[src/rtl/rxf_pkg.sv]
package rxf_pkg;

    typedef struct packed {
        logic       perr;
        logic       ferr;
        logic       brk;
        logic [7:0] data;
    } rxf_entry_t;

    typedef enum logic [1:0] {
        TM_EMPTY = 2'd0,
        TM_WAIT  = 2'd1,
        TM_FIRED = 2'd2
    } tmr_state_e;

    function automatic int unsigned lvl_of(input logic [1:0] sel);
        case (sel)
            2'd0:    return 1;
            2'd1:    return 4;
            2'd2:    return 8;
            default: return 14;
        endcase
    endfunction

endpackage

[src/rtl/rxf_store.sv]
module rxf_store
    import rxf_pkg::*;
#(
    parameter int DEPTH = 16,
    localparam int AW = $clog2(DEPTH),
    localparam int CW = $clog2(DEPTH + 1)
) (
    input  logic            clk,
    input  logic            rst_n,
    input  logic            wr_req,
    input  rxf_entry_t      wr_entry,
    input  logic            rd_req,
    input  logic            clr,
    output rxf_entry_t      head,
    output logic [CW-1:0]   count,
    output logic [CW-1:0]   count_after,
    output logic            pushed,
    output logic            popped,
    output logic            dropped
);
    localparam logic [CW-1:0] FULL_CNT = CW'(DEPTH);
    localparam logic [AW-1:0] LAST_PTR = AW'(DEPTH - 1);

    rxf_entry_t    mem [DEPTH];
    logic [AW-1:0] wr_ptr, rd_ptr;
    logic          full, empty;

    assign full    = (count == FULL_CNT);
    assign empty   = (count == '0);
    assign pushed  = wr_req && !full && !clr;
    assign popped  = rd_req && !empty && !clr;
    assign dropped = wr_req && full && !clr;

    always_comb begin
        count_after = count;
        if (clr)
            count_after = '0;
        else if (pushed && !popped)
            count_after = count + 1'b1;
        else if (popped && !pushed)
            count_after = count - 1'b1;
    end

    always_ff @(posedge clk or negedge rst_n) begin
        if (!rst_n) begin
            wr_ptr <= '0;
            rd_ptr <= '0;
            count  <= '0;
        end else begin
            count <= count_after;
            if (clr) begin
                wr_ptr <= '0;
                rd_ptr <= '0;
            end else begin
                if (pushed)
                    wr_ptr <= (wr_ptr == LAST_PTR) ? '0 : wr_ptr + 1'b1;
                if (popped)
                    rd_ptr <= (rd_ptr == LAST_PTR) ? '0 : rd_ptr + 1'b1;
            end
        end
    end

    always_ff @(posedge clk) begin
        if (pushed)
            mem[wr_ptr] <= wr_entry;
    end

    assign head = empty ? '0 : mem[rd_ptr];

endmodule

[src/rtl/rxf_timer.sv]
module rxf_timer
    import rxf_pkg::*;
#(
    parameter int IDLE_CHARS = 4,
    parameter int CW = 5,
    localparam int TW = $clog2(IDLE_CHARS + 1)
) (
    input  logic          clk,
    input  logic          rst_n,
    input  logic          clr,
    input  logic          pushed,
    input  logic          popped,
    input  logic          tick,
    input  logic [CW-1:0] count_after,
    output logic          timeout_req
);
    localparam logic [TW-1:0] LIMIT = TW'(IDLE_CHARS);
    localparam logic [TW-1:0] LAST  = TW'(IDLE_CHARS - 1);

    tmr_state_e    state, state_nxt;
    logic [TW-1:0] ticks;

    always_comb begin
        state_nxt = state;
        unique case (state)
            TM_EMPTY: if (pushed) state_nxt = TM_WAIT;
            TM_WAIT: begin
                if (popped)
                    state_nxt = (count_after == '0) ? TM_EMPTY : TM_WAIT;
                else if (!pushed && tick && ticks == LAST)
                    state_nxt = TM_FIRED;
            end
            TM_FIRED: begin
                if (popped)
                    state_nxt = (count_after == '0) ? TM_EMPTY : TM_WAIT;
            end
            default: state_nxt = TM_EMPTY;
        endcase
        if (clr)
            state_nxt = TM_EMPTY;
    end

    always_ff @(posedge clk or negedge rst_n) begin
        if (!rst_n) begin
            state <= TM_EMPTY;
            ticks <= '0;
        end else begin
            state <= state_nxt;
            if (clr || pushed || popped)
                ticks <= '0;
            else if (tick && state == TM_WAIT && ticks != LIMIT)
                ticks <= ticks + 1'b1;
        end
    end

    always_comb begin
        timeout_req = (state == TM_FIRED);
    end

endmodule

[src/rtl/rxf_status.sv]
module rxf_status
    import rxf_pkg::*;
#(
    parameter int CW = 5
) (
    input  logic          clk,
    input  logic          rst_n,
    input  logic          clr,
    input  logic          pushed,
    input  logic          popped,
    input  logic          dropped,
    input  logic          stat_rd,
    input  logic          in_err,
    input  logic          head_err,
    input  logic [CW-1:0] count,
    input  logic [1:0]    lvl_sel,
    output logic          overrun,
    output logic          err_any,
    output logic          lvl_req
);
    logic [CW-1:0] err_cnt;
    logic          put_err, take_err;

    assign put_err  = pushed && in_err;
    assign take_err = popped && head_err;

    always_ff @(posedge clk or negedge rst_n) begin
        if (!rst_n) begin
            err_cnt <= '0;
            err_any <= 1'b0;
            overrun <= 1'b0;
        end else begin
            if (clr)
                err_cnt <= '0;
            else if (put_err && !take_err)
                err_cnt <= err_cnt + 1'b1;
            else if (take_err && !put_err)
                err_cnt <= err_cnt - 1'b1;

            if (put_err)
                err_any <= 1'b1;
            else if (stat_rd && err_cnt == '0)
                err_any <= 1'b0;

            if (dropped)
                overrun <= 1'b1;
            else if (stat_rd)
                overrun <= 1'b0;
        end
    end

    assign lvl_req = (32'(count) >= lvl_of(lvl_sel));

endmodule

[src/rtl/rx_char_fifo.sv]
module rx_char_fifo
    import rxf_pkg::*;
#(
    parameter int DEPTH      = 16,
    parameter int IDLE_CHARS = 4,
    localparam int CW = $clog2(DEPTH + 1)
) (
    input  logic       clk,
    input  logic       rst_n,
    input  logic       char_valid,
    input  logic [7:0] char_data,
    input  logic       char_perr,
    input  logic       char_ferr,
    input  logic       char_brk,
    input  logic       pop,
    input  logic       stat_rd,
    input  logic       flush,
    input  logic [1:0] lvl_sel,
    input  logic       char_tick,
    output logic [7:0] head_data,
    output logic       head_perr,
    output logic       head_ferr,
    output logic       head_brk,
    output logic       data_ready,
    output logic       overrun,
    output logic       err_any,
    output logic       lvl_req,
    output logic       timeout_req
);
    rxf_entry_t    in_entry, head;
    logic [CW-1:0] count, count_after;
    logic          pushed, popped, dropped;

    assign in_entry = '{perr: char_perr, ferr: char_ferr, brk: char_brk, data: char_data};

    rxf_store #(.DEPTH(DEPTH)) u_store (
        .clk(clk), .rst_n(rst_n),
        .wr_req(char_valid), .wr_entry(in_entry),
        .rd_req(pop), .clr(flush),
        .head(head), .count(count), .count_after(count_after),
        .pushed(pushed), .popped(popped), .dropped(dropped)
    );

    rxf_timer #(.IDLE_CHARS(IDLE_CHARS), .CW(CW)) u_timer (
        .clk(clk), .rst_n(rst_n), .clr(flush),
        .pushed(pushed), .popped(popped), .tick(char_tick),
        .count_after(count_after), .timeout_req(timeout_req)
    );

    rxf_status #(.CW(CW)) u_status (
        .clk(clk), .rst_n(rst_n), .clr(flush),
        .pushed(pushed), .popped(popped), .dropped(dropped),
        .stat_rd(stat_rd),
        .in_err(char_perr | char_ferr | char_brk),
        .head_err(head.perr | head.ferr | head.brk),
        .count(count), .lvl_sel(lvl_sel),
        .overrun(overrun), .err_any(err_any), .lvl_req(lvl_req)
    );

    assign head_data  = head.data;
    assign head_perr  = head.perr;
    assign head_ferr  = head.ferr;
    assign head_brk   = head.brk;
    assign data_ready = (count != '0);

endmodule

[config.mk]
export PLATFORM = sky130hd
export DESIGN_NAME = rx_char_fifo
export DESIGN_NICKNAME = d
export VERILOG_FILES = /design/src/rtl/rxf_pkg.sv /design/src/rtl/rxf_store.sv /design/src/rtl/rxf_timer.sv /design/src/rtl/rxf_status.sv /design/src/rtl/rx_char_fifo.sv
export SDC_FILE = /design/constraint.sdc
export NUM_CORES = 1
export LEC_CHECK = 0
export BUFFER_PORTS_ARGS = -buffer_cell sky130_fd_sc_hd__buf_4
export CAP_MARGIN = 0
export CORE_UTILIZATION = 45
export CTS_CLUSTER_DIAMETER = 80
export DETAILED_ROUTE_END_ITERATION = 16
export HOLD_SLACK_MARGIN = 0.1
export SLEW_MARGIN = 20
export SYNTH_ARGS = -nofsm -noshare
export SYNTH_HDL_FRONTEND = slang
export SYNTH_SLANG_ARGS = --single-unit
[constraint.sdc]
create_clock -name clk -period 3.8 [get_ports clk]
set_input_delay 0.76 -clock clk [delete_from_list [all_inputs] [get_ports clk]]
set_output_delay 0.76 -clock clk [all_outputs]
set_load 0.05 [all_outputs]
==> impl_metrics.sql <==
INSERT INTO impl_metrics (metric_group, metric, value, unit) VALUES
('run_status', 'outcome', 'finished clean', ''),
('final_layout', 'growth_of_design_area_from_synthesis_to_finish', '14.86', '%'),
('drt', 'drt_wl_total', '19020', 'µm'),
('sta', 'postLayoutSetupSlackWorst', '0.1544', 'ns'),
('final_layout', 'post_route_cells_drive_above_1_share', '20.23', '%'),
('drt', 'wl_per_cell', '22.59', 'µm'),
('final_layout', 'postLayoutCellArea', '0.009902', 'mm²'),
('sta', 'grt_setup_unrepaired', 'false', ''),
('global_route', 'antenna_violations_before_repair', '0', ''),
('sta', 'period_share', '95.94', '%'),
('sta', 'fmax', '274.3', 'MHz'),
('yosys', 'yosysSeqAreaShare', '68.56', '%'),
('yosys', 'synth-xor-area-share', '1.103', '%'),
('yosys', 'post_synth_mux_area_share', '12.09', '%'),
('drt', 'postRouteAntennaNets', '0', ''),
('clocking', 'clk_pin_slew_worst_paths', '0.06', 'ns'),
('yosys', 'yosys.area.top_type_share', '61.31', '%'),
('yosys', 'synth_enable_flop_cells', '176', ''),
('yosys', 'dominantRegCellSynth', 'edfxtp_1', ''),
('drt', 'detail_route.vias_per_cell', '5.833', ''),
('clocking', 'post-cts-setup-buffers', '0', ''),
('floorplanning', 'io-pin-count', '36', ''),
('global_route', 'grt_start_max_net_pins', '54', ''),
('job', 'maxcap_violations', '0', ''),
('placement', 'dp.final_hpwl', '11840', 'µm'),
('yosys', 'share_of_synthesized_cell_area_in_and_or_nand_and_nor_gates', '6.386', '%'),
('clocking', 'clock_insertion_delay_worst_skew', '0.50', 'ns'),
('placement', 'placed_cells_incl_taps', '806', ''),
('yosys', 'synth.most_common_cell', 'edfxtp_1', ''),
('clocking', 'tritoncts', 'yes', ''),
('yosys', 'yosysTopAreaCell', 'edfxtp_1', ''),
('global_route', 'grt-ovfl-total', '0', ''),
('global_route', 'grt_pass1_vias', '4934', ''),
('clocking', 'clock-sinks', '201', ''),
('setup_path', 'worstPathArrival', '2.89', 'ns'),
('yosys', 'synth.ff_latch_count', '201', ''),
('placement', 'placement.cell_area', '0.009268', 'mm²'),
('setup_path', 'timing.critical_path.buf_inv', '2', ''),
('sta', 'worstMarginPinSlew', '0.6060', 'ns'),
('placement', 'place_congestion', '0.8117', ''),
('yosys', 'synth_cells', '535', ''),
('global_route', 'grt_usage', '20.30', '%'),
('yosys', 'post_synthesis_share_of_cell_area_spent_on_full_adders_half_adders_and_majority_gates', '2.700', '%'),
('placement', 'count_of_input_and_output_buffers', '35', ''),
('yosys', 'synth_compound_area_share', '6.589', '%'),
('sta', 'hold_fails_final_rpt', '0', ''),
('placement', 'post-place-ws', '0.2500', 'ns'),
('pwr', 'power-per-cell-area', '640.3', 'mW/mm²'),
('final_layout', 'stdcell_count', '842', ''),
('yosys', 'yosys-top-cells-count', 'edfxtp_1, mux2i_1, nand2_1, nor2_1, dfrtp_1', ''),
('drt', 'drc_errors', '0', ''),
('clocking', 'root_buffer', 'clkbuf_16', ''),
('yosys', 'synth.lib_cells_used.distinct', '56', ''),
('floorplanning', 'placeableCoreArea', '0.01877', 'mm²'),
('setup_path', 'critical_path.endpoint_type', 'primary output', ''),
('floorplanning', 'die_height', '140.4', 'µm'),
('setup_path', 'critical_path.max_fanout', '53', ''),
('drt', 'drt_pre_antenna_iters', '4', ''),
('yosys', 'synth_warnings', '0', ''),
('setup_path', 'start_to_end_type_of_the_worst_setup_path', 'reg2out', ''),
('setup_path', 'critical_path_cell_list', 'buf_12, mux2i_1, o221ai_1, o22ai_1, a211oi_1, buf_4', ''),
('sta', 'totalNegativeSetupSlack', '0', 'ns'),
('setup_path', 'timing.critical_path.slowest_cell_delay', '0.65', 'ns'),
('yosys', 'synth-async-reset-ratio', '12.44', '%'),
('hold_path', 'type_of_the_worst_min_delay_path', 'in2async', ''),
('setup_path', 'timing.critical_path.slowest_stage_cell', 'dfrtp_4', ''),
('drt', 'detailroute.via_count', '4911', ''),
('final_layout', 'fin_nets', '633', ''),
('final_layout', 'finish.utilization', '52.76', '%'),
('clocking', 'cts_htree_levels', '1', ''),
('setup_path', 'critical_path_required', '3.04', 'ns');
## worst paths after layout
kind	start	endpoint	slack [ns]	cells past startpoint
max reg2reg	u_store.rd_ptr[0]$_DFFE_PN0P_	u_status.err_cnt[4]$_DFFE_PN0P_	0.25	12
max	u_store.rd_ptr[0]$_DFFE_PN0P_	head_data[2]	0.15	6
min reg2reg	u_status.err_any$_DFFE_PN0P_	u_status.err_any$_DFFE_PN0P_	0.54	2
min in group clk	stat_rd	u_status.overrun$_DFFE_PN0P_	0.46	2
max in group asynchronous	rst_n	u_store.rd_ptr[0]$_DFFE_PN0P_	3.32	1
min	rst_n	u_timer.ticks[0]$_DFFE_PN0P_	0.18	1
## worst register-to-register path, stage by stage (launching register included)
cell	delay, ns
dfrtp_4	0.65
mux4_1	0.62
o22ai_1	0.25
a211oi_4	0.08
a31oi_1	0.19
a21oi_2	0.09
or2_1	0.28
ha_1	0.34
nor2b_1	0.16
o21ai_0	0.11
and3_1	0.19
mux2i_1	0.15
mux2_1	0.33
## layer usage
metal  track usage [%]  part of all wire [%]  vias to the layer above
met5                 0                     0                        -
met4             6.940                   2.5                        0
met3             2.632                   4.7                       35
met2             33.45                    48                      117
met1             27.97                    45                     2541
li1                  -                     -                     2218
## registers in the layout (all words and copies together) (netlist names)
name / count
u_status.overrun: 1
u_store.mem: 176
u_status.err_cnt: 5
u_store.rd_ptr: 4
u_status.err_any: 1
u_timer.state: 2
u_timer.ticks: 3
u_store.count: 5
u_store.wr_ptr: 4
## metrics by stage
stage               power, W  hold WS [ns]
floorplan           0.004023        0.4644
global placement    0.004480        0.4873
detailed placement  0.004506        0.5183
CTS                 0.006388        0.1747
global route        0.006609        0.1940
finish              0.006340        0.1780
## timing repair
item	in CTS	in global routing
gates resized for setup	2	1
hold buffers	0	0
hold endpoints to repair	0	0
setup endpoints to repair	8	1
## where the power goes
part | internal, W | switching (W) | leakage (nW)
clock network | 0.00108 | 0.000797 | 0.306
logic | 0.000733 | 0.00113 | 1.17
registers | 0.00248 | 0.000124 | 1.92
## cell families after synthesis
family	count (synthesis)
adders and majority gates	18
muxes	72
and+or+nand+nor	111
xor gates and xnor gates	10
buffers and inverters	45
DFF	201
AOI/OAI and AO/OA	78
## layout make-up
class | count | area (µm²)
fillers | 1535 | 8866
flip-flops and latches | 201 | 5914
multi-input cells | 289 | 2516
clock buffers | 25 | 540.5
repair buffers | 63 | 485.5
well taps | 234 | 292.8
clock inverters | 11 | 81.33
inverters | 19 | 71.32
## layout by cell type (no fill, tap or decap), drive strengths merged, types with 10 or more instances in the layout
cell type / Yosys / routed
a21oi: 14 / 14
edfxtp: 176 / 176
nor2: 29 / 29
dfrtp: 25 / 25
nor2b: 10 / 10
clkinv: 1 / 10
o22ai: 11 / 11
ha: 17 / 17
a211oi: 10 / 10
nand2: 33 / 33
buf: 14 / 63
mux2i: 43 / 43
clkbuf: 12 / 25
inv: 18 / 19
mux4: 24 / 24
o221ai: 17 / 17
No activity file was read; power rests on OpenSTA's default activity.
